--- config.mk ---
export PLATFORM = sky130hd
export DESIGN_NAME = reply_launcher
export DESIGN_NICKNAME = d
export VERILOG_FILES = /design/src/rtl/rbl_pkg.sv /design/src/rtl/reply_beat_calc.sv /design/src/rtl/reply_waiter_fifo.sv /design/src/rtl/reply_xfer_timer.sv /design/src/rtl/reply_launcher.sv
export SDC_FILE = /design/constraint.sdc
export NUM_CORES = 1
export LEC_CHECK = 0
export BUFFER_PORTS_ARGS = -buffer_cell sky130_fd_sc_hd__buf_2
export CORE_MARGIN = 4
export CORE_UTILIZATION = 40
export CTS_BUF_LIST = sky130_fd_sc_hd__clkbuf_2
export CTS_CLUSTER_SIZE = 25
export DETAILED_ROUTE_END_ITERATION = 7
export PLACE_DENSITY = 0.68
export RECOVER_POWER = 25
export SLEW_MARGIN = 10
export SYNTH_ARGS = -nofsm -noshare
export SYNTH_HDL_FRONTEND = slang
export SYNTH_SLANG_ARGS = --single-unit
export TNS_END_PERCENT = 10
--- constraint.sdc ---
create_clock -name clk -period 4.66 [get_ports clk]
set_input_delay 1.165 -clock clk [delete_from_list [all_inputs] [get_ports clk]]
set_output_delay 1.165 -clock clk [all_outputs]
set_load 0.005 [all_outputs]
--- src/rtl/rbl_pkg.sv ---
// Package rbl_pkg
// Shared helpers for the reply launcher: integer arithmetic used to size
// counters from the parameters. Assumes only positive arguments.
package rbl_pkg;

    // Larger of two unsigned integers
    function automatic int unsigned max_u(int unsigned a, int unsigned b);
        return (a > b) ? a : b;
    endfunction

    // Ceiling division for parameter sizing
    function automatic int unsigned ceil_div(int unsigned a, int unsigned b);
        return (a + b - 1) / b;
    endfunction

endpackage

--- src/rtl/reply_beat_calc.sv ---
// Module reply_beat_calc
// Combinational beat count of one reply. An uncached reply takes its byte
// size rounded up to whole beats, and a size of zero becomes one beat. A
// cached reply always takes one full line. Assumes LINE_BYTES is a multiple
// of BUS_BYTES.
module reply_beat_calc #(
    parameter int unsigned SIZE_W     = 8,
    parameter int unsigned BUS_BYTES  = 8,
    parameter int unsigned LINE_BYTES = 64,
    parameter int unsigned CYC_W      = 6
) (
    input  logic [SIZE_W-1:0] size,
    input  logic              uncached,
    output logic [CYC_W-1:0]  beats
);
    localparam int unsigned SUM_W      = SIZE_W + $clog2(BUS_BYTES) + 1;
    localparam int unsigned LINE_BEATS = LINE_BYTES / BUS_BYTES;
    localparam int unsigned SHIFT      = $clog2(BUS_BYTES);

    logic [SUM_W-1:0] padded;
    logic [SUM_W-1:0] raw;

    // Size padded so that division rounds up
    assign padded = SUM_W'(size) + SUM_W'(BUS_BYTES - 1);

    // Power-of-two beat width divides by shifting, otherwise a divider
    generate
        if ((BUS_BYTES & (BUS_BYTES - 1)) == 0) begin : g_shift
            assign raw = padded >> SHIFT;
        end else begin : g_div
            assign raw = padded / SUM_W'(BUS_BYTES);
        end
    endgenerate

    // Pick uncached or line length, never zero beats
    always_comb begin
        if (uncached) begin
            beats = (raw == '0) ? CYC_W'(1) : CYC_W'(raw);
        end else begin
            beats = CYC_W'(LINE_BEATS);
        end
    end

endmodule

--- src/rtl/reply_waiter_fifo.sv ---
// Module reply_waiter_fifo
// First-in-first-out list of replies waiting for bus arbitration. A push
// happens only when the list is not full. A pop happens only when it is not
// empty. Both may happen in the same clock.
module reply_waiter_fifo #(
    parameter int unsigned W     = 7,
    parameter int unsigned DEPTH = 4
) (
    input  logic         clk,
    input  logic         rst_n,
    input  logic         push,
    input  logic [W-1:0] din,
    input  logic         pop,
    output logic [W-1:0] dout,
    output logic         empty,
    output logic         full
);
    localparam int unsigned AW = (DEPTH > 1) ? $clog2(DEPTH) : 1;
    localparam int unsigned CW = $clog2(DEPTH + 1);

    logic [W-1:0]  mem [DEPTH];
    logic [AW-1:0] wr_ptr, rd_ptr;
    logic [CW-1:0] count;

    assign empty = (count == '0);
    assign full  = (count == CW'(DEPTH));
    assign dout  = mem[rd_ptr];

    // Store the pushed entry
    always_ff @(posedge clk) begin
        if (push) mem[wr_ptr] <= din;
    end

    // Advance the pointers and the occupancy
    always_ff @(posedge clk) begin
        if (!rst_n) begin
            wr_ptr <= '0;
            rd_ptr <= '0;
            count  <= '0;
        end else begin
            if (push) wr_ptr <= (wr_ptr == AW'(DEPTH - 1)) ? '0 : wr_ptr + 1'b1;
            if (pop)  rd_ptr <= (rd_ptr == AW'(DEPTH - 1)) ? '0 : rd_ptr + 1'b1;
            if (push && !pop)      count <= count + 1'b1;
            else if (pop && !push) count <= count - 1'b1;
        end
    end

    // never written while full, never read while empty
    p_no_overflow_r9: assert property (@(posedge clk) disable iff (!rst_n)
        full |-> !push);
    p_no_underflow_r9: assert property (@(posedge clk) disable iff (!rst_n)
        empty |-> !pop);
    p_count_bound_r9: assert property (@(posedge clk) disable iff (!rst_n)
        count <= CW'(DEPTH));

endmodule

--- src/rtl/reply_xfer_timer.sv ---
// Module reply_xfer_timer
// Counts one running transfer down in controller clocks, namely beats times
// the bus clock ratio. It flags the final clock as I/O or line reply.
// Assumes load arrives only while idle.
module reply_xfer_timer #(
    parameter int unsigned CYC_W = 6,
    parameter int unsigned RATIO = 2,
    parameter int unsigned CLK_W = 7
) (
    input  logic             clk,
    input  logic             rst_n,
    input  logic             load,
    input  logic [CYC_W-1:0] load_beats,
    input  logic             load_uncached,
    output logic             busy,
    output logic             last_io,
    output logic             last_data
);
    logic [CLK_W-1:0] remain;
    logic             is_io;

    assign busy      = (remain != '0);
    assign last_io   = (remain == CLK_W'(1)) && is_io;
    assign last_data = (remain == CLK_W'(1)) && !is_io;

    // Load the transfer length or count it down
    always_ff @(posedge clk) begin
        if (!rst_n) begin
            remain <= '0;
            is_io  <= 1'b0;
        end else if (load) begin
            remain <= CLK_W'(load_beats) * CLK_W'(RATIO);
            is_io  <= load_uncached;
        end else if (busy) begin
            remain <= remain - 1'b1;
        end
    end

    // only one kind of final-clock flag at a time
    p_one_last_r8: assert property (@(posedge clk) disable iff (!rst_n)
        $countones({last_io, last_data}) <= 1);
    // a new transfer is never loaded over a running one
    p_no_reload_r7: assert property (@(posedge clk) disable iff (!rst_n)
        load |-> !busy);

endmodule

--- src/rtl/reply_launcher.sv ---
// Module reply_launcher
// Top of the reply launcher. It sizes each accepted reply and takes the
// shortcut onto the bus when mastership and idle time allow. Otherwise it
// queues the reply and requests arbitration for the oldest waiter, one
// transfer at a time. Assumes arb_grant is sampled only while arb_req is
// high and that idle_horizon is counted in controller clocks.
module reply_launcher #(
    parameter int unsigned SIZE_W     = 8,
    parameter int unsigned BUS_BYTES  = 8,
    parameter int unsigned LINE_BYTES = 64,
    parameter int unsigned RATIO      = 2,
    parameter int unsigned DEPTH      = 4,
    parameter int unsigned HOR_W      = 12,
    localparam int unsigned MAX_BEATS = rbl_pkg::max_u(
        rbl_pkg::ceil_div((1 << SIZE_W) - 1, BUS_BYTES), LINE_BYTES / BUS_BYTES),
    localparam int unsigned CYC_W     = $clog2(MAX_BEATS + 1)
) (
    input  logic              clk,
    input  logic              rst_n,
    input  logic              in_valid,
    output logic              in_ready,
    input  logic [SIZE_W-1:0] in_size,
    input  logic              in_uncached,
    input  logic              bus_master,
    input  logic [HOR_W-1:0]  idle_horizon,
    output logic              arb_req,
    input  logic              arb_grant,
    output logic              xfer_start,
    output logic [CYC_W-1:0]  xfer_cycles,
    output logic              last_io,
    output logic              last_data
);
    localparam int unsigned CLK_W = $clog2(MAX_BEATS * RATIO + 1);
    localparam int unsigned ENT_W = CYC_W + 1;

    logic [CYC_W-1:0] new_beats;
    logic             accept, fast, take, push, launch, busy;
    logic             q_empty, q_full;
    logic [ENT_W-1:0] head;
    logic [CYC_W-1:0] launch_beats;
    logic             launch_uc;
    logic [31:0]      need_clk;

    reply_beat_calc #(
        .SIZE_W(SIZE_W), .BUS_BYTES(BUS_BYTES),
        .LINE_BYTES(LINE_BYTES), .CYC_W(CYC_W)
    ) u_calc (
        .size(in_size), .uncached(in_uncached), .beats(new_beats)
    );

    reply_waiter_fifo #(.W(ENT_W), .DEPTH(DEPTH)) u_fifo (
        .clk(clk), .rst_n(rst_n),
        .push(push), .din({in_uncached, new_beats}),
        .pop(take), .dout(head),
        .empty(q_empty), .full(q_full)
    );

    reply_xfer_timer #(.CYC_W(CYC_W), .RATIO(RATIO), .CLK_W(CLK_W)) u_timer (
        .clk(clk), .rst_n(rst_n),
        .load(launch), .load_beats(launch_beats), .load_uncached(launch_uc),
        .busy(busy), .last_io(last_io), .last_data(last_data)
    );

    // Decide between shortcut, queueing and granted launch
    always_comb begin
        need_clk     = 32'(new_beats) * RATIO;
        in_ready     = !q_full;
        accept       = in_valid && in_ready;
        fast         = accept && q_empty && !busy && bus_master &&
                       (32'(idle_horizon) >= need_clk);
        arb_req      = !q_empty && !busy;
        take         = arb_req && arb_grant;
        push         = accept && !fast;
        launch       = fast || take;
        launch_beats = fast ? new_beats   : head[CYC_W-1:0];
        launch_uc    = fast ? in_uncached : head[ENT_W-1];
    end

    // Register the start strobe and its beat count
    always_ff @(posedge clk) begin
        if (!rst_n) begin
            xfer_start  <= 1'b0;
            xfer_cycles <= '0;
        end else begin
            xfer_start <= launch;
            if (launch) xfer_cycles <= launch_beats;
        end
    end

    // a granted request launches on the next clock
    p_grant_launch_r6: assert property (@(posedge clk) disable iff (!rst_n)
        (arb_req && arb_grant) |=> xfer_start);
    // the request is low while a transfer starts
    p_req_drop_r6: assert property (@(posedge clk) disable iff (!rst_n)
        xfer_start |-> !arb_req);
    // starts are never back to back
    p_no_adjacent_r7: assert property (@(posedge clk) disable iff (!rst_n)
        xfer_start |=> !xfer_start);
    // a started transfer has at least one beat
    p_nonzero_beats_r1: assert property (@(posedge clk) disable iff (!rst_n)
        xfer_start |-> (xfer_cycles != '0));
    // a full list holds the input off
    p_stall_r9: assert property (@(posedge clk) disable iff (!rst_n)
        q_full |-> !in_ready);

endmodule

### Yosys cells after proc, flatten, opt, wreduce, memory -nomap -nowiden

Memory sizes are Yosys's and may differ from the RTL's. A register that Yosys moved wholly into a read port is not among the register bits.
Cells that the tools add are included.

| word-level totals | value |
|---|---|
| bits in registers | 22 |
| bits in writable memories | 28 |
| word-level logic and storage cells | 61 |
| memories | 1 |

Memories:

| name | words | width | rd ports | clocked after memory_dff | wr ports | line | RTL |
|---|---|---|---|---|---|---|---|
| u_fifo.mem | 4 | 7 | 1 | 1 | 1 | reply_waiter_fifo.sv:21 | `logic [W-1:0] mem [DEPTH];` |

| operators by class | value |
|---|---|
| $add $sub $neg | 6 |
| magnitude comparators | 1 |
| equal/unequal tests | 4 |
| mux-type cells | 14 |
| bitwise logic cells | 1 |
| reduce and logical (&&, ||, !) cells | 26 |

Operators with widths:

| cell | count |
|---|---|
| 2-to-1 mux 6 bit | 3 |
| 2-to-1 mux 7 bit | 2 |
| >= comparator 12 x 7 -> 1 bit | 1 |
| logical AND 1 bit | 12 |
| zero test 12 bit | 1 |
| adder 8 x 3 -> 9 bit (second input constant) | 1 |
| 2-to-1 mux 2 bit | 4 |
| equality test 7 x 1 -> 1 bit (second input constant) | 1 |
| zero test 1 bit | 7 |
| nonzero test 7 bit | 1 |
| subtractor 7 x 1 -> 7 bit (second input constant) | 1 |
| 2-to-1 mux 3 bit | 2 |
| adder 2 x 1 -> 2 bit (second input constant) | 2 |
| equality test 2 bit (second input constant) | 2 |
| nonzero test 2 bit | 2 |
| adder 3 x 1 -> 3 bit (second input constant) | 1 |
| equality test 3 bit (second input constant) | 1 |
| zero test 3 bit | 1 |
| 2-to-1 mux 1 bit | 3 |
| subtractor 3 x 1 -> 3 bit (second input constant) | 1 |
| OR reduction 2 bit | 1 |
| logical OR 1 bit | 1 |
| inverter 1 bit | 1 |

### Logic depth before layout (Yosys ltp)

Gate-level depths: netlist of the first run.

| logic depth | value |
|---|---|
| depth after elaboration | 13 |
| gate-level depth with buffers | 18 |
| depth with buffers taken out | 17 |

### By module

A second synthesis of the first run with hierarchy kept.

| unflattened totals | value |
|---|---|
| cell total of the unflattened synthesis | 224 |
| area, all modules | 2708.8 sq um |

By module, submodules not included:

| module | instances | cells each | area each (sq um) | sequential area each (sq um) |
|---|---|---|---|---|
| reply_waiter_fifo | 1 | 81 | 1471.4 | 1021.0 |
| reply_launcher | 1 | 71 | 650.6 | 140.1 |
| reply_xfer_timer | 1 | 54 | 456.7 | 160.2 |
| reply_beat_calc | 1 | 18 | 130.1 | 0.0 |

### Worst setup path after synthesis of the first run

Ideal clock, no wire load.

| path | value |
|---|---|
| kind | input -> register |
| from | input port in_size[1] |
| to | register u_fifo.count[2] |
| data arrival time | 4.244 ns |
| required time | 4.584 ns |
| path slack | 0.341 ns |
| stages | 17 |
| path buffers | 1 |
| cell sequence | o31a_1 nand4_1 xnor2_1 and2_1 inv_1 ha_1 a21oi_1 o211ai_1 o21ai_2 and3_1 buf_6 ha_1 inv_1 fa_1 xor2_1 or3_1 a21boi_0 |

| on the way | value |
|---|---|
| longest elaborated chain between the ends | 11 |

Ends and longest elaborated chain:

| what | line | RTL |
|---|---|---|
| start: declaration | reply_launcher.sv:22 | `input logic [SIZE_W-1:0] in_size,` |
| adder 8 x 3 -> 9 bit * | reply_beat_calc.sv:24 | `assign padded = SUM_W'(size) + SUM_W'(BUS_BYTES - 1);` |
| zero test 12 bit | reply_beat_calc.sv:38 | `beats = (raw == '0) ? CYC_W'(1) : CYC_W'(raw);` |
| 2-to-1 mux 6 bit * | reply_beat_calc.sv:38 |  |
| 2-to-1 mux 6 bit * | reply_beat_calc.sv:37 | `if (uncached) begin` |
| net need_clk[5] | reply_launcher.sv:42 | `logic [31:0] need_clk;` |
| >= comparator 12 x 7 -> 1 bit * | reply_launcher.sv:70 | `(32'(idle_horizon) >= need_clk);` |
| logical AND 1 bit * | reply_launcher.sv:69 | `fast = accept && q_empty && !busy && bus_master &&` |
| zero test 1 bit * | reply_launcher.sv:73 | `push = accept && !fast;` |
| logical AND 1 bit * | reply_launcher.sv:73 |  |
| net push | reply_launcher.sv:37 | `logic accept, fast, take, push, launch, busy;` |
| zero test 1 bit | reply_waiter_fifo.sv:44 | `else if (pop && !push) count <= count - 1'b1;` |
| logical AND 1 bit | reply_waiter_fifo.sv:44 |  |
| nonzero test 2 bit (no line) | - |  |
| end signal: assignment | reply_waiter_fifo.sv:43 | `if (push && !pop) count <= count + 1'b1;` |
| end signal: assignment | reply_waiter_fifo.sv:44 |  |
| end: declaration | reply_waiter_fifo.sv:23 | `logic [CW-1:0] count;` |

The timed path passes the listed nets; every way through them passes the cells marked *.
A chain may end at the register's enable or synchronous reset.

### Final worst setup path of the first run

| path | value |
|---|---|
| from | input port in_size[1] |
| to | register u_fifo.count[2] |

| on the way | value |
|---|---|
| longest elaborated chain between the ends | 11 |

Ends and longest elaborated chain:

| what | line |
|---|---|
| adder 8 x 3 -> 9 bit * | reply_beat_calc.sv:24 |
| zero test 12 bit | reply_beat_calc.sv:38 |
| 2-to-1 mux 6 bit * | reply_beat_calc.sv:38 |
| 2-to-1 mux 6 bit * | reply_beat_calc.sv:37 |
| net need_clk[5] | reply_launcher.sv:42 |
| >= comparator 12 x 7 -> 1 bit * | reply_launcher.sv:70 |
| logical AND 1 bit * | reply_launcher.sv:69 |
| zero test 1 bit * | reply_launcher.sv:73 |
| logical AND 1 bit * | reply_launcher.sv:73 |
| zero test 1 bit | reply_waiter_fifo.sv:44 |
| logical AND 1 bit | reply_waiter_fifo.sv:44 |
| nonzero test 2 bit (no line) | - |

Marks and branches as above.

==> results of run 1 <==
==> power by group <==
part	total, mW	internal (mW)	switching, mW
Combinational	0.456	0.214	0.242
Clock	0.245	0.0968	0.148
Sequential	0.639	0.577	0.0623
Total	1.34	0.888	0.453
==> cell families (layout without fill, tap and decap cells) <==
group,count (synthesis),count (layout),synth area share [%]
AO/OA/AOI/OAI,38,38,11.2
XOR/XNOR,10,10,3.50
adder cells (fa/ha/maj),15,15,7.80
buffers and inverters,23,63,4.00
flip-flops,52,52,52.8
multiplexers,10,10,7.50
AND/OR/NAND/NOR,68,68,13.2
==> worst max-delay path: stages <==
cell      delay (ps)
clkbuf_1          90
o31a_1           350
nand4_1          160
xnor2_1          130
and2_0           310
inv_1             90
ha_1             300
a21oi_1          150
o211ai_1         130
o21ai_2          190
and3_1           200
ha_1             190
inv_1             60
fa_1             380
xor2_1           190
or3_1            300
a21boi_0         160
==> layout by cell type (no fill, tap or decap), types with 2 or more instances in the layout <==
cell type | netlist | final
buf_2 | 2 | 34
edfxtp_1 | 28 | 28
dfxtp_1 | 24 | 24
nand2_1 | 22 | 22
inv_1 | 14 | 14
ha_1 | 14 | 14
a21oi_1 | 11 | 11
nor2_1 | 11 | 11
nand3_1 | 10 | 10
mux4_2 | 7 | 7
nor3_1 | 6 | 6
xnor2_1 | 6 | 6
and2_1 | 9 | 6
a21boi_0 | 6 | 6
clkbuf_2 | 0 | 5
xor2_1 | 4 | 4
a22oi_1 | 4 | 4
and2_0 | 0 | 3
o21ai_0 | 3 | 3
mux2i_1 | 3 | 3
clkbuf_1 | 3 | 3
buf_4 | 1 | 3
o211ai_1 | 2 | 2
o31ai_1 | 2 | 2
nor2b_1 | 2 | 2
a31oi_1 | 2 | 2
==> sequential cells by signal, indices dropped and copies added, names as in the netlist, named ones only <==
register,count
xfer_cycles,6
u_timer.is_io,1
u_fifo.rd_ptr,2
xfer_start,1
u_fifo.mem,28
u_fifo.count,3
u_fifo.wr_ptr,2
u_timer.remain,7
==> layout make-up <==
class / count / area (um2) / area share [%]
Multi-Input combinational cell: 141 / 1080 / 38.2
Inverter: 15 / 56.3 / 1.99
Tap cell: 75 / 93.8 / 3.31
Sequential cell: 52 / 1320 / 46.6
Timing Repair Buffer: 40 / 204 / 7.20
Clock buffer: 5 / 25.0 / 0.883
Clock inverter: 3 / 50.0 / 1.77
==> worst max-delay path by stage <==
stage                          start               to  slack, ps  depth (start not counted)
after floorplan           in_size[1]  u_fifo.count[2]        340                         17
after global placement    in_size[1]  u_fifo.count[2]        270                         17
after detailed placement  in_size[1]  u_fifo.count[2]         60                         17
after CTS                 in_size[1]  u_fifo.count[2]        550                         17
after global routing      in_size[1]  u_fifo.count[2]        200                         17
final                     in_size[1]  u_fifo.count[2]        500                         17
==> metal layers <==
layer | up-vias | GRT usage (%)
li1 | 853 | -
met1 | 779 | 17.7
met2 | 49 | 22.1
met3 | 2 | 3.03
met4 | 0 | 4.32
met5 | - | 0
==> metrics by stage <==
stage	hold WS, ps	cells	worst slack (ps)	area (um2)	total power [mW]
after floorplan	453	216	341	2500	0.995
after global placement	449	323	268	2760	1.10
after CTS	477	331	547	2840	1.36
after global routing	518	331	198	2830	1.45
after detailed placement	450	323	56.4	2760	1.11
final	474	331	502	2830	1.34
==> run summary, run 1 <==
Core area - 5990 um2
Row count - 28
Post-Synthesis Cells - 216
Io pins - 37
Mapped Avg Cell Area - 11.6 um2
Final Critical Period - 4160 ps
Final Setup Violations - 0
Routed wl met3 - 311 um
FILL cells - 565
Initial Util - 41.8%
ANT cells - 0
Clock sinks - 52
Commonest cells post-synth - edfxtp_1 (28), dfxtp_1 (24), nand2_1 (22)
Setup TNS - 0 ps
WHS Path Cells - 2
Overall routing resource usage - 13.5%
Setup Fix Bufs, Post-CTS - 0
Reg2reg setup slack - 1720 ps
Die Ht - 87.1 um
Clk pin slew, worst setup/hold paths - 280 ps
First-pass GRT wire length - 7830 um
Metal-1 WL - 2180 um
Reg2reg start - u_timer.remain[0]
Crit path DAT - 4550 ps
Endpoints failing hold - 0
Final GP Congestion - 0.701
Cell area after synthesis - 2500 um2
Total CTS buffers - 5
Startpoint types - primary input
Grt total ovfl - 0
H-tree Lvls - 2
Yosys top cell by area - edfxtp_1
Final ANT Viol Nets - 0
Sink of the worst hold path - xfer_cycles[5]
Drt pass-1 iters - 4
DRC viols - 0
Number of global-route vias before repair - 1606
Top sig layer - met4
Crit end category - register
Iter 0 DRT Violations - 96
Top cells by area, synth - edfxtp_1 (34%), dfxtp_1 (19%), ha_1 (7.0%), mux4_2 (6.3%), nand2_1 (3.3%)
Netlist cell types - 44
Vias per cell - 5.08
Status - complete, no violations
Max-Cap Viols - 0
Die area - 7590 um2
CP max FO - 6
Detail Placement HPWL - 3590 um
Fraction of registers with async set/reset - 0%
Number of synthesized register bits - 52
CTS Hold Bufs - 0
Pleak - 1.10 nW
Fin. max-slew vios - 0
Most common cell in the netlist - edfxtp_1
Critical hold path startpoint - xfer_cycles[5]
Worst slew pin tran - 592 ps
Max-slew headroom - 60.2%
Worst r2r path cells - 12
Die width - 87.1 um
Sequential share of the synthesized area - 52.8%
Number of buffers inserted by port buffering - 36
Area share of the largest cell type after synthesis - 33.6%
Setup Skew - 22.5 ps
HP Class - register to register
Syn nets - 257
Share of layout cells above drive strength 1 - 23.0%
Final core occ - 47.3%
Area grow syn2layout - 13.1%
Max frequency - 241 MHz
Worst R2R End - u_fifo.count[2]
Worst path required time - 5050 ps
Final Cycle Share - 89.2%
CP Class - primary input to register
Post-CTS sizing - 0
DRT Wirelength - 4670 um
CTS tree - done
Top_reg_cell synth - edfxtp_1
Routed wl met2 - 2140 um
Clock Tree Buf Depth - 2
RSZ-0062 raised after global routing - no
Max rail drop VDD - 0.000161 V
Vias - 1683
CTS root buffer - clkbuf_2
Worst-Skew Late Latency - 430 ps
Initial antenna violation count - 0
Wire per inst - 14.1 um
Post-synth EDFFs - 28
Pwr/cell area - 473 nW/um2
Largest net degree at the start of global routing - 19
Ys Warns - 0
Nets - 296
No activity file was read; power rests on OpenSTA's default activity.
==> run 2, diff against run 1 <==
--- a/config.mk
+++ b/config.mk
@@ -5,6 +5,7 @@
 export SDC_FILE = /design/constraint.sdc
 export NUM_CORES = 1
 export LEC_CHECK = 0
+export ABC_AREA = 1
 export BUFFER_PORTS_ARGS = -buffer_cell sky130_fd_sc_hd__buf_2
 export CORE_MARGIN = 4
 export CORE_UTILIZATION = 40
==> run 2 against run 1 <==
Combinational power is 9.0% higher. Total power down 2.3%. Die area is 7.8% higher. Register-to-register slack better by 290 ps. Largest power group unchanged. First-iteration DRC count up 70%. Final cell count up 29%. Synthesized cell count is 40% higher. Synthesized area is 8.6% higher. Sequential power barely moved. Cell area up 6.3%. Global-route usage rose by 1.2 points. Setup slack improved by 110 ps.
==> run summary, run 2 <==
H-tree Lvls - 2 (unchanged)
RSZ-0062 raised after global routing - no
Die width - 90.5 um (+3.8%)
CP Class - primary input to register
Crit path DAT - 4440 ps (-110 ps)
Die area - 8180 um2 (+7.8%)
Final GP Congestion - 0.766 (+9.4%)
Worst Path Buf+Inv - 4 (+1)
DRT Wirelength - 5610 um (+20%)
Clock sinks - 52 (unchanged)
Grt total ovfl - 0 (unchanged)
Slowest library cell on the worst path - fa_1
Final hold slack - 469 ps (-5.84 ps)
Post-CTS sizing - 0 (unchanged)
Compound-gate portion of the synthesized area - 12.3% (+1.1 points)
Post-Synthesis Cells - 303 (+40%)
Max reg flops - 28 (unchanged)
Row count - 29 (+3.6%)
Final core occ - 46.6% (-0.68 points)
Max rail drop VDD - 0.000197 V (+22%)
FILL cells - 640 (+13%)
CP top delay family - simple AND/OR/NAND/NOR gates
Syn nets - 344 (+34%)
Number of synthesized register bits - 52 (unchanged)
Mux share of post-synthesis cell area - 0% (-7.5 points)
Drt pass-1 iters - 5 (+1)
Combinational family with the most area after synthesis - simple AND/OR/NAND/NOR gates
CTS root buffer - clkbuf_2
Setup Slack @ Placement - 245 ps (+189 ps)
Top_reg_cell synth - edfxtp_1
Setup Fix Bufs, Post-CTS - 0 (unchanged)
Most common cell in the netlist - nand2_1
Yosys top cell by area - edfxtp_1
Initial antenna violation count - 0 (unchanged)
Io pins - 37 (unchanged)
HP Class - register to register
Final Cycle Share - 86.9% (-2.3 points)
Overall routing resource usage - 14.7% (+1.2 points)
Commonest cells post-synth - nand2_1 (54), inv_1 (44), nor2_1 (34)
Final WS setup - 611 ps (+109 ps)
Vias - 2119 (+26%)
CP max FO - 9 (+3)
Post-Synth XOR/XNOR Area - 1.61% (-1.9 points)
Final Critical Period - 4050 ps (-109 ps)
Clk pin slew, worst setup/hold paths - 280 ps (about the same)
Fraction of registers with async set/reset - 0% (unchanged)
DRC viols - 0 (unchanged)
Max-slew headroom - 65.0% (+4.8 points)
WHS Path Cells - 2 (unchanged)
Endpoints failing hold - 0 (unchanged)
CTS Hold Bufs - 0 (unchanged)
Sequential share of the synthesized area - 48.6% (-4.2 points)
Number of global-route vias before repair - 2116 (+32%)
Crit path cell chain - buf_2 > nand2_1 > a21oi_1 > or2_1 > nand2_1 > nor2_1 > inv_1 > ha_1 > a21oi_1 > nand2_1 > nand2_1 > nand3_2 > nand2_4 > nand3_2 > inv_1 > ha_1 > inv_1 > fa_1 > a21oi_1 > o21ai_0 > o21ai_0 > a21oi_1
Status - complete, no violations
Worst path depth - 22 (+5)
Largest registers - u_fifo.mem x28, u_timer.remain x7, xfer_cycles x6
Worst r2r path cells - 14 (+2)
Ys Warns - 0 (unchanged)
Global route hottest layer - met2
Crit end category - register
Final ANT Viol Nets - 0 (unchanged)
Design area - 3010 um2 (+6.3%)
Largest reg by FF count - u_fifo.mem
Critical hold path startpoint - xfer_cycles[0]
Max frequency - 247 MHz (+2.7%)
Reg2reg start - u_timer.remain[0]
Largest net degree at the start of global routing - 16 (-3)
Met1 usage - 19.4% (+1.7 points)
Number of buffers inserted by port buffering - 36 (unchanged)
Area share of the largest cell type after synthesis - 30.9% (-2.7 points)
Clock Tree Buf Depth - 2 (unchanged)
Initial Util - 42.1% (+0.32 points)
Worst-Skew Late Latency - 450 ps (+20 ps)
Worst slew pin tran - 523 ps (-69.6 ps)
ANT cells - 0 (unchanged)
Cell area after synthesis - 2720 um2 (+8.6%)
Worst path required time - 5050 ps (about the same)
Core area - 6460 um2 (+7.8%)
Setup TNS - 0 ps (unchanged)
Iter 0 DRT Violations - 163 (+70%)
Pleak - 1.35 nW (+23%)
Vias per cell - 4.97 (-2.2%)
Netlist cell types - 38 (-14%)
GR met3 Demand/Resource - 3.08% (+0.056 points)
Placed cell areas - 3020 um2 (+9.2%)
Mapped Avg Cell Area - 8.98 um2 (-23%)
Top cells by area, synth - edfxtp_1 (31%), dfxtp_1 (18%), nand2_1 (7.5%), ha_1 (6.4%), inv_1 (6.1%)
CTS tree - done
Crit path launch - in_size[3]
Area grow syn2layout - 10.7%
Met2 usage - 24.3% (+2.2 points)
Fin. max-slew vios - 0 (unchanged)
Commonest non-fill, non-tap cell in the layout - nand2_1
CP peak stage delay - 380 ps (about the same)
Startpoint types - primary input
Detail Placement HPWL - 4220 um (+18%)
Final Setup Violations - 0 (unchanged)
First-pass GRT wire length - 9800 um (+25%)
Pwr/cell area - 435 nW/um2 (-8.1%)
Post-synth EDFFs - 28 (unchanged)
Setup Skew - 38.9 ps (+16.4 ps)
Wire per inst - 13.2 um (-6.6%)
Simple-gate share of the synthesized area - 22.5% (+9.3 points)
Nets - 389 (+31%)
Adder-Cell Fraction of Synth Area - 7.18% (-0.62 points)
Total CTS buffers - 5 (unchanged)
Share of layout cells above drive strength 1 - 20.3% (-2.7 points)
Most frequent cells in the layout - nand2_1 (55), inv_1 (44), nor2_1 (36), buf_2 (35), edfxtp_1 (28)
Max-Cap Viols - 0 (unchanged)
Die Ht - 90.5 um (+3.8%)
[run 2: cell types whose count changed after synthesis, sizes merged, moves of 6 or more]
| cell | delta |
|---|---|
| nor2 | +32 |
| inv | +33 |
| and2 | -9 |
| nand2 | +35 |
| o22ai | +6 |
| o21ai | +23 |
| a21oi | +8 |
| a21boi | -6 |
| mux4 | -7 |
[run 2: cells by family (layout without fill, tap and decap cells)]
| family | count (synthesis) | in the layout |
|---|---|---|
| fa+ha+maj | 15 | 15 |
| compound gates | 57 | 57 |
| buf+inv | 52 | 98 |
| simple gates | 122 | 122 |
| xor+xnor | 5 | 5 |
| flops | 52 | 52 |
[run 2: area by class of cell]
cell class | count | area (um2) | area share [%]
clock buffers | 5 | 25.0 | 0.831
clock inverters | 3 | 13.8 | 0.457
well taps | 77 | 96.3 | 3.20
multi-input cells | 199 | 1150 | 38.2
repair buffers | 41 | 213 | 7.07
inverters | 49 | 190 | 6.32
flip-flops and latches | 52 | 1320 | 43.9
[run 2: metrics by stage]
step	power, mW	std cells
2_1_floorplan	1.04	303
3_3_place_gp	1.17	418
3_5_place_dp	1.18	418
4_1_cts	1.35	426
5_1_grt	1.43	426
6_report	1.31	426
[run 2: power breakdown]
part	total, mW	internal, mW	switching (mW)
combinational	0.497	0.199	0.297
clock	0.176	0.0342	0.142
sequential	0.637	0.575	0.0623
total	1.31	0.808	0.502
[run 2: path summary, 6_finish.rpt]
| kind | to | slack [ps] |
|---|---|---|
| worst max-delay path | u_fifo.count[2] | 610 |
| worst min-delay path | xfer_cycles[0] | 470 |
| worst max register to register | u_fifo.count[2] | 2010 |
| worst min register to register | xfer_cycles[0] | 470 |
[run 2: routing by layer]
metal / vias up / share of wire, %
li1: 1085 / -
met1: 971 / 47
met2: 56 / 47
met3: 7 / 4.8
met4: 0 / 1.3
met5: - / 0
[run 2: worst reg2reg max path, stage by stage (launching register included)]
cell and delay [ps]:
dfxtp_1 420, inv_1 80, ha_1 240, nand4_1 250, nor2_2 100, nand2_4 130
nand3_2 160, inv_1 90, ha_1 130, inv_1 60, fa_1 380, a21oi_1 160
o21ai_0 130, o21ai_0 180, a21oi_1 50
==> run 3, diff against run 2 <==
--- a/config.mk
+++ b/config.mk
@@ -17,5 +17,6 @@
 export SLEW_MARGIN = 10
 export SYNTH_ARGS = -nofsm -noshare
 export SYNTH_HDL_FRONTEND = slang
+export SYNTH_HIERARCHICAL = 1
 export SYNTH_SLANG_ARGS = --single-unit
 export TNS_END_PERCENT = 10
==> run 3 against run 2 <==
Non-clock buffer count decreased by 2. First-iteration DRC count shrank 18%. Utilization decreased by 0.91 points. Sequential power grew 3.8%. Synthesized area rose by 3.9%.
==> run summary, run 3 <==
Status - complete, no violations
Number of global-route vias before repair - 2225 (+5.2%)
Final Setup Violations - 0 (unchanged)
Area grow syn2layout - 10.4%
Mapped Avg Cell Area - 8.46 um2 (-5.7%)
Vias - 2256 (+6.5%)
RSZ-0062 raised after global routing - no
Die area - 8480 um2 (+3.6%)
Largest registers - u_fifo/mem x28, u_timer/remain x7, xfer_cycles x6
ANT cells - 0 (unchanged)
Startpoint types - primary input
CTS Hold Bufs - 0 (unchanged)
Die Ht - 92.1 um (+1.8%)
Core area - 6830 um2 (+5.8%)
DRT Wirelength - 5850 um (+4.3%)
Max frequency - 260 MHz (+5.4%)
Net switching power - 620 uW (+24%)
Max-Cap Viols - 0 (unchanged)
Most frequent cells in the layout - nand2_1 (61), nor2_1 (52), inv_1 (46), buf_2 (34), edfxtp_1 (28)
Clock sinks - 52 (unchanged)
Share of layout cells above drive strength 1 - 19.1% (-1.2 points)
Grt total ovfl - 0 (unchanged)
Top_reg_cell synth - edfxtp_1
Post-synth EDFFs - 28 (unchanged)
Setup Fix Bufs, Post-CTS - 0 (unchanged)
Pwr/cell area - 481 nW/um2 (+11%)
CP peak stage delay - 370 ps (about the same)
Non-filler cells, final - 473 (+11%)
Top cells by area, synth - edfxtp_1 (30%), dfxtp_1 (17%), nand2_1 (8.0%), nor2_1 (6.6%), ha_1 (6.2%)
Design Power - 1.50 mW (+15%)
Row count - 30 (+3.4%)
Worst-Skew Late Latency - 450 ps (about the same)
Clk pin slew, worst setup/hold paths - 270 ps (about the same)
Netlist cell types - 29 (-24%)
Final WS setup - 820 ps (+209 ps)
Crit end category - register
Crit path cell chain - buf_2 > nor2_1 > nand2_1 > nand3_1 > nand2_1 > nor2_1 > clkbuf_1 > inv_1 > ha_1 > a21oi_1 > nand2_1 > nand2_2 > a21boi_2 > nor2_1 > ha_1 > inv_1 > fa_1 > inv_1 > nand2_1 > nand3_1 > nand2_1 > inv_1 > nor2_1
Nets - 417 (+7.2%)
Power Internal - 881 uW (+9.1%)
Fraction of registers with async set/reset - 0% (unchanged)
Number of synthesized register bits - 52 (unchanged)
Final ANT Viol Nets - 0 (unchanged)
Total CTS buffers - 5 (unchanged)
Ys Warns - 6 (+6)
Sequential power share - 44.0% (-4.6 points)
DRC viols - 0 (unchanged)
Post-Synthesis Cells - 334 (+10%)
Final GP Congestion - 0.838 (+9.4%)
Die width - 92.1 um (+1.8%)
CP Class - primary input to register
Number of buffers inserted by port buffering - 36 (unchanged)
Final hold slack - 497 ps (+28.1 ps)
Worst slew pin tran - 549 ps (+26.8 ps)
Commonest non-fill, non-tap cell in the layout - nand2_1
Syn nets - 375 (+9.0%)
Crit path DAT - 4220 ps (-220 ps)
CP top delay family - simple AND/OR/NAND/NOR gates
CTS root buffer - clkbuf_2
First-pass GRT wire length - 9870 um (+0.70%)
Worst Path Buf+Inv - 6 (+2)
H-tree Lvls - 2 (unchanged)
Clock Tree Buf Depth - 2 (unchanged)
Max-slew headroom - 63.3% (-1.6 points)
Initial antenna violation count - 0 (unchanged)
Post-CTS sizing - 0 (unchanged)
Slowest library cell on the worst path - fa_1
Setup Skew - 40.3 ps (+1.43 ps)
Overall routing resource usage - 14.4% (-0.21 points)
CP max FO - 6 (-3)
Switching Fraction - 41.3% (+3.0 points)
Final Cycle Share - 82.4% (-4.5 points)
Vias per cell - 4.77 (-4.1%)
Max reg flops - 28 (unchanged)
HP Class - register to register
Logic pwr share - 43.7% (+5.8 points)
Sequential share of the synthesized area - 46.7% (-1.8 points)
Placed cell count - 465 (+11%)
Iter 0 DRT Violations - 133 (-18%)
Io pins - 37 (unchanged)
Cell area after synthesis - 2830 um2 (+3.9%)
Initial Util - 41.4% (-0.74 points)
Detail Placement HPWL - 4390 um (+4.0%)
Commonest cells post-synth - nand2_1 (60), nor2_1 (50), inv_1 (46)
Largest reg by FF count - u_fifo/mem
Setup TNS - 0 ps (unchanged)
Fin. max-slew vios - 0 (unchanged)
Yosys top cell by area - edfxtp_1
Clock network power share - 12.3% (-1.2 points)
Final Critical Period - 3840 ps (-209 ps)
CP most frequent cell - nand2_1
Max rail drop VDD - 0.000173 V (-12%)
Pleak - 1.44 nW (+6.0%)
Drt pass-1 iters - 4 (-1)
Largest net degree at the start of global routing - 16 (unchanged)
Most common cell in the netlist - nand2_1
Area share of the largest cell type after synthesis - 29.7% (-1.2 points)
Setup Slack @ Placement - 392 ps (+147 ps)
CTS tree - done
Endpoints failing hold - 0 (unchanged)
Wire per inst - 12.4 um (-6.1%)
Worst path required time - 5040 ps (about the same)
run 3: cell count changes after synthesis, sizes merged, moves of 5 or more:
cell | before | now
a21oi | 19 | 14
nand3 | 10 | 18
nor2 | 43 | 60
nand2 | 57 | 76
nand3b | 2 | 7
o21ai | 27 | 19
run 3: path summary, 6_finish.rpt:
kind / start / slack (ps) / depth (start not counted) / to
setup reg to reg: u_timer/remain[0] / 1740 / 13 / u_fifo/count[1]
setup / recovery: in_size[2] / 820 / 23 / u_fifo/count[2]
hold / removal: u_timer/is_io / 500 / 2 / u_timer/is_io
hold reg to reg: u_timer/is_io / 500 / 2 / u_timer/is_io
run 3: cell families (layout without fill, tap and decap cells):
group | Yosys count | in the layout | synth area share, %
adder cells (fa/ha/maj) | 15 | 15 | 6.91
AO/OA/AOI/OAI | 42 | 42 | 8.46
AND/OR/NAND/NOR | 170 | 170 | 28.8
buffers and inverters | 51 | 94 | 7.84
flip-flops | 52 | 52 | 46.7
XOR/XNOR | 4 | 4 | 1.24
run 3: cell type report:
cell class	count	area [um2]
clock buffer	7	35.0
clock inverter	1	8.76
sequential	52	1320
fill	719	3710
multi-input combinational	231	1270
tap	96	120
inverter	47	176
timing repair buffer	39	189
run 3: power by group through the flow:
stage | combinational (mW) | clock, mW | sequential (mW)
4_1_cts | 0.662 | 0.193 | 0.662
5_1_grt | 0.758 | 0.208 | 0.675
3_5_place_dp | 0.658 | 0 | 0.673
2_1_floorplan | 0.519 | 0 | 0.652
6_report | 0.656 | 0.184 | 0.661
3_3_place_gp | 0.649 | 0 | 0.670
run 3: per-layer routing:
| layer | GRT usage (%) | vias to the layer above | part of all wire (%) | wire [um] |
|---|---|---|---|---|
| met2 | 25.6 | 31 | 50 | 2920 |
| met1 | 17.6 | 1048 | 46 | 2690 |
| li1 | - | 1168 | - | - |
| met3 | 3.04 | 9 | 2.9 | 168 |
| met5 | 0 | - | 0 | 0 |
| met4 | 4.08 | 0 | 1.3 | 77 |
run 3: worst register-to-register path, stage by stage, from the launching register on:
cell and delay, ps:
dfxtp_1 400, inv_1 120, ha_1 210, nand2_2 110, inv_1 80, nand2_2 110
nor3_4 440, a21boi_2 310, nor2_1 130, ha_1 230, inv_1 80, fa_1 400
o21ai_0 160, nor2_1 50
run 3: metrics by stage:
step | utilization, % | cell area (um2)
after floorplan | - | 2830
final | 45.7 | 3120
after CTS | 46.1 | 3150
after global placement | 45.4 | 3100
after detailed placement | 45.4 | 3100
after global routing | 45.7 | 3120
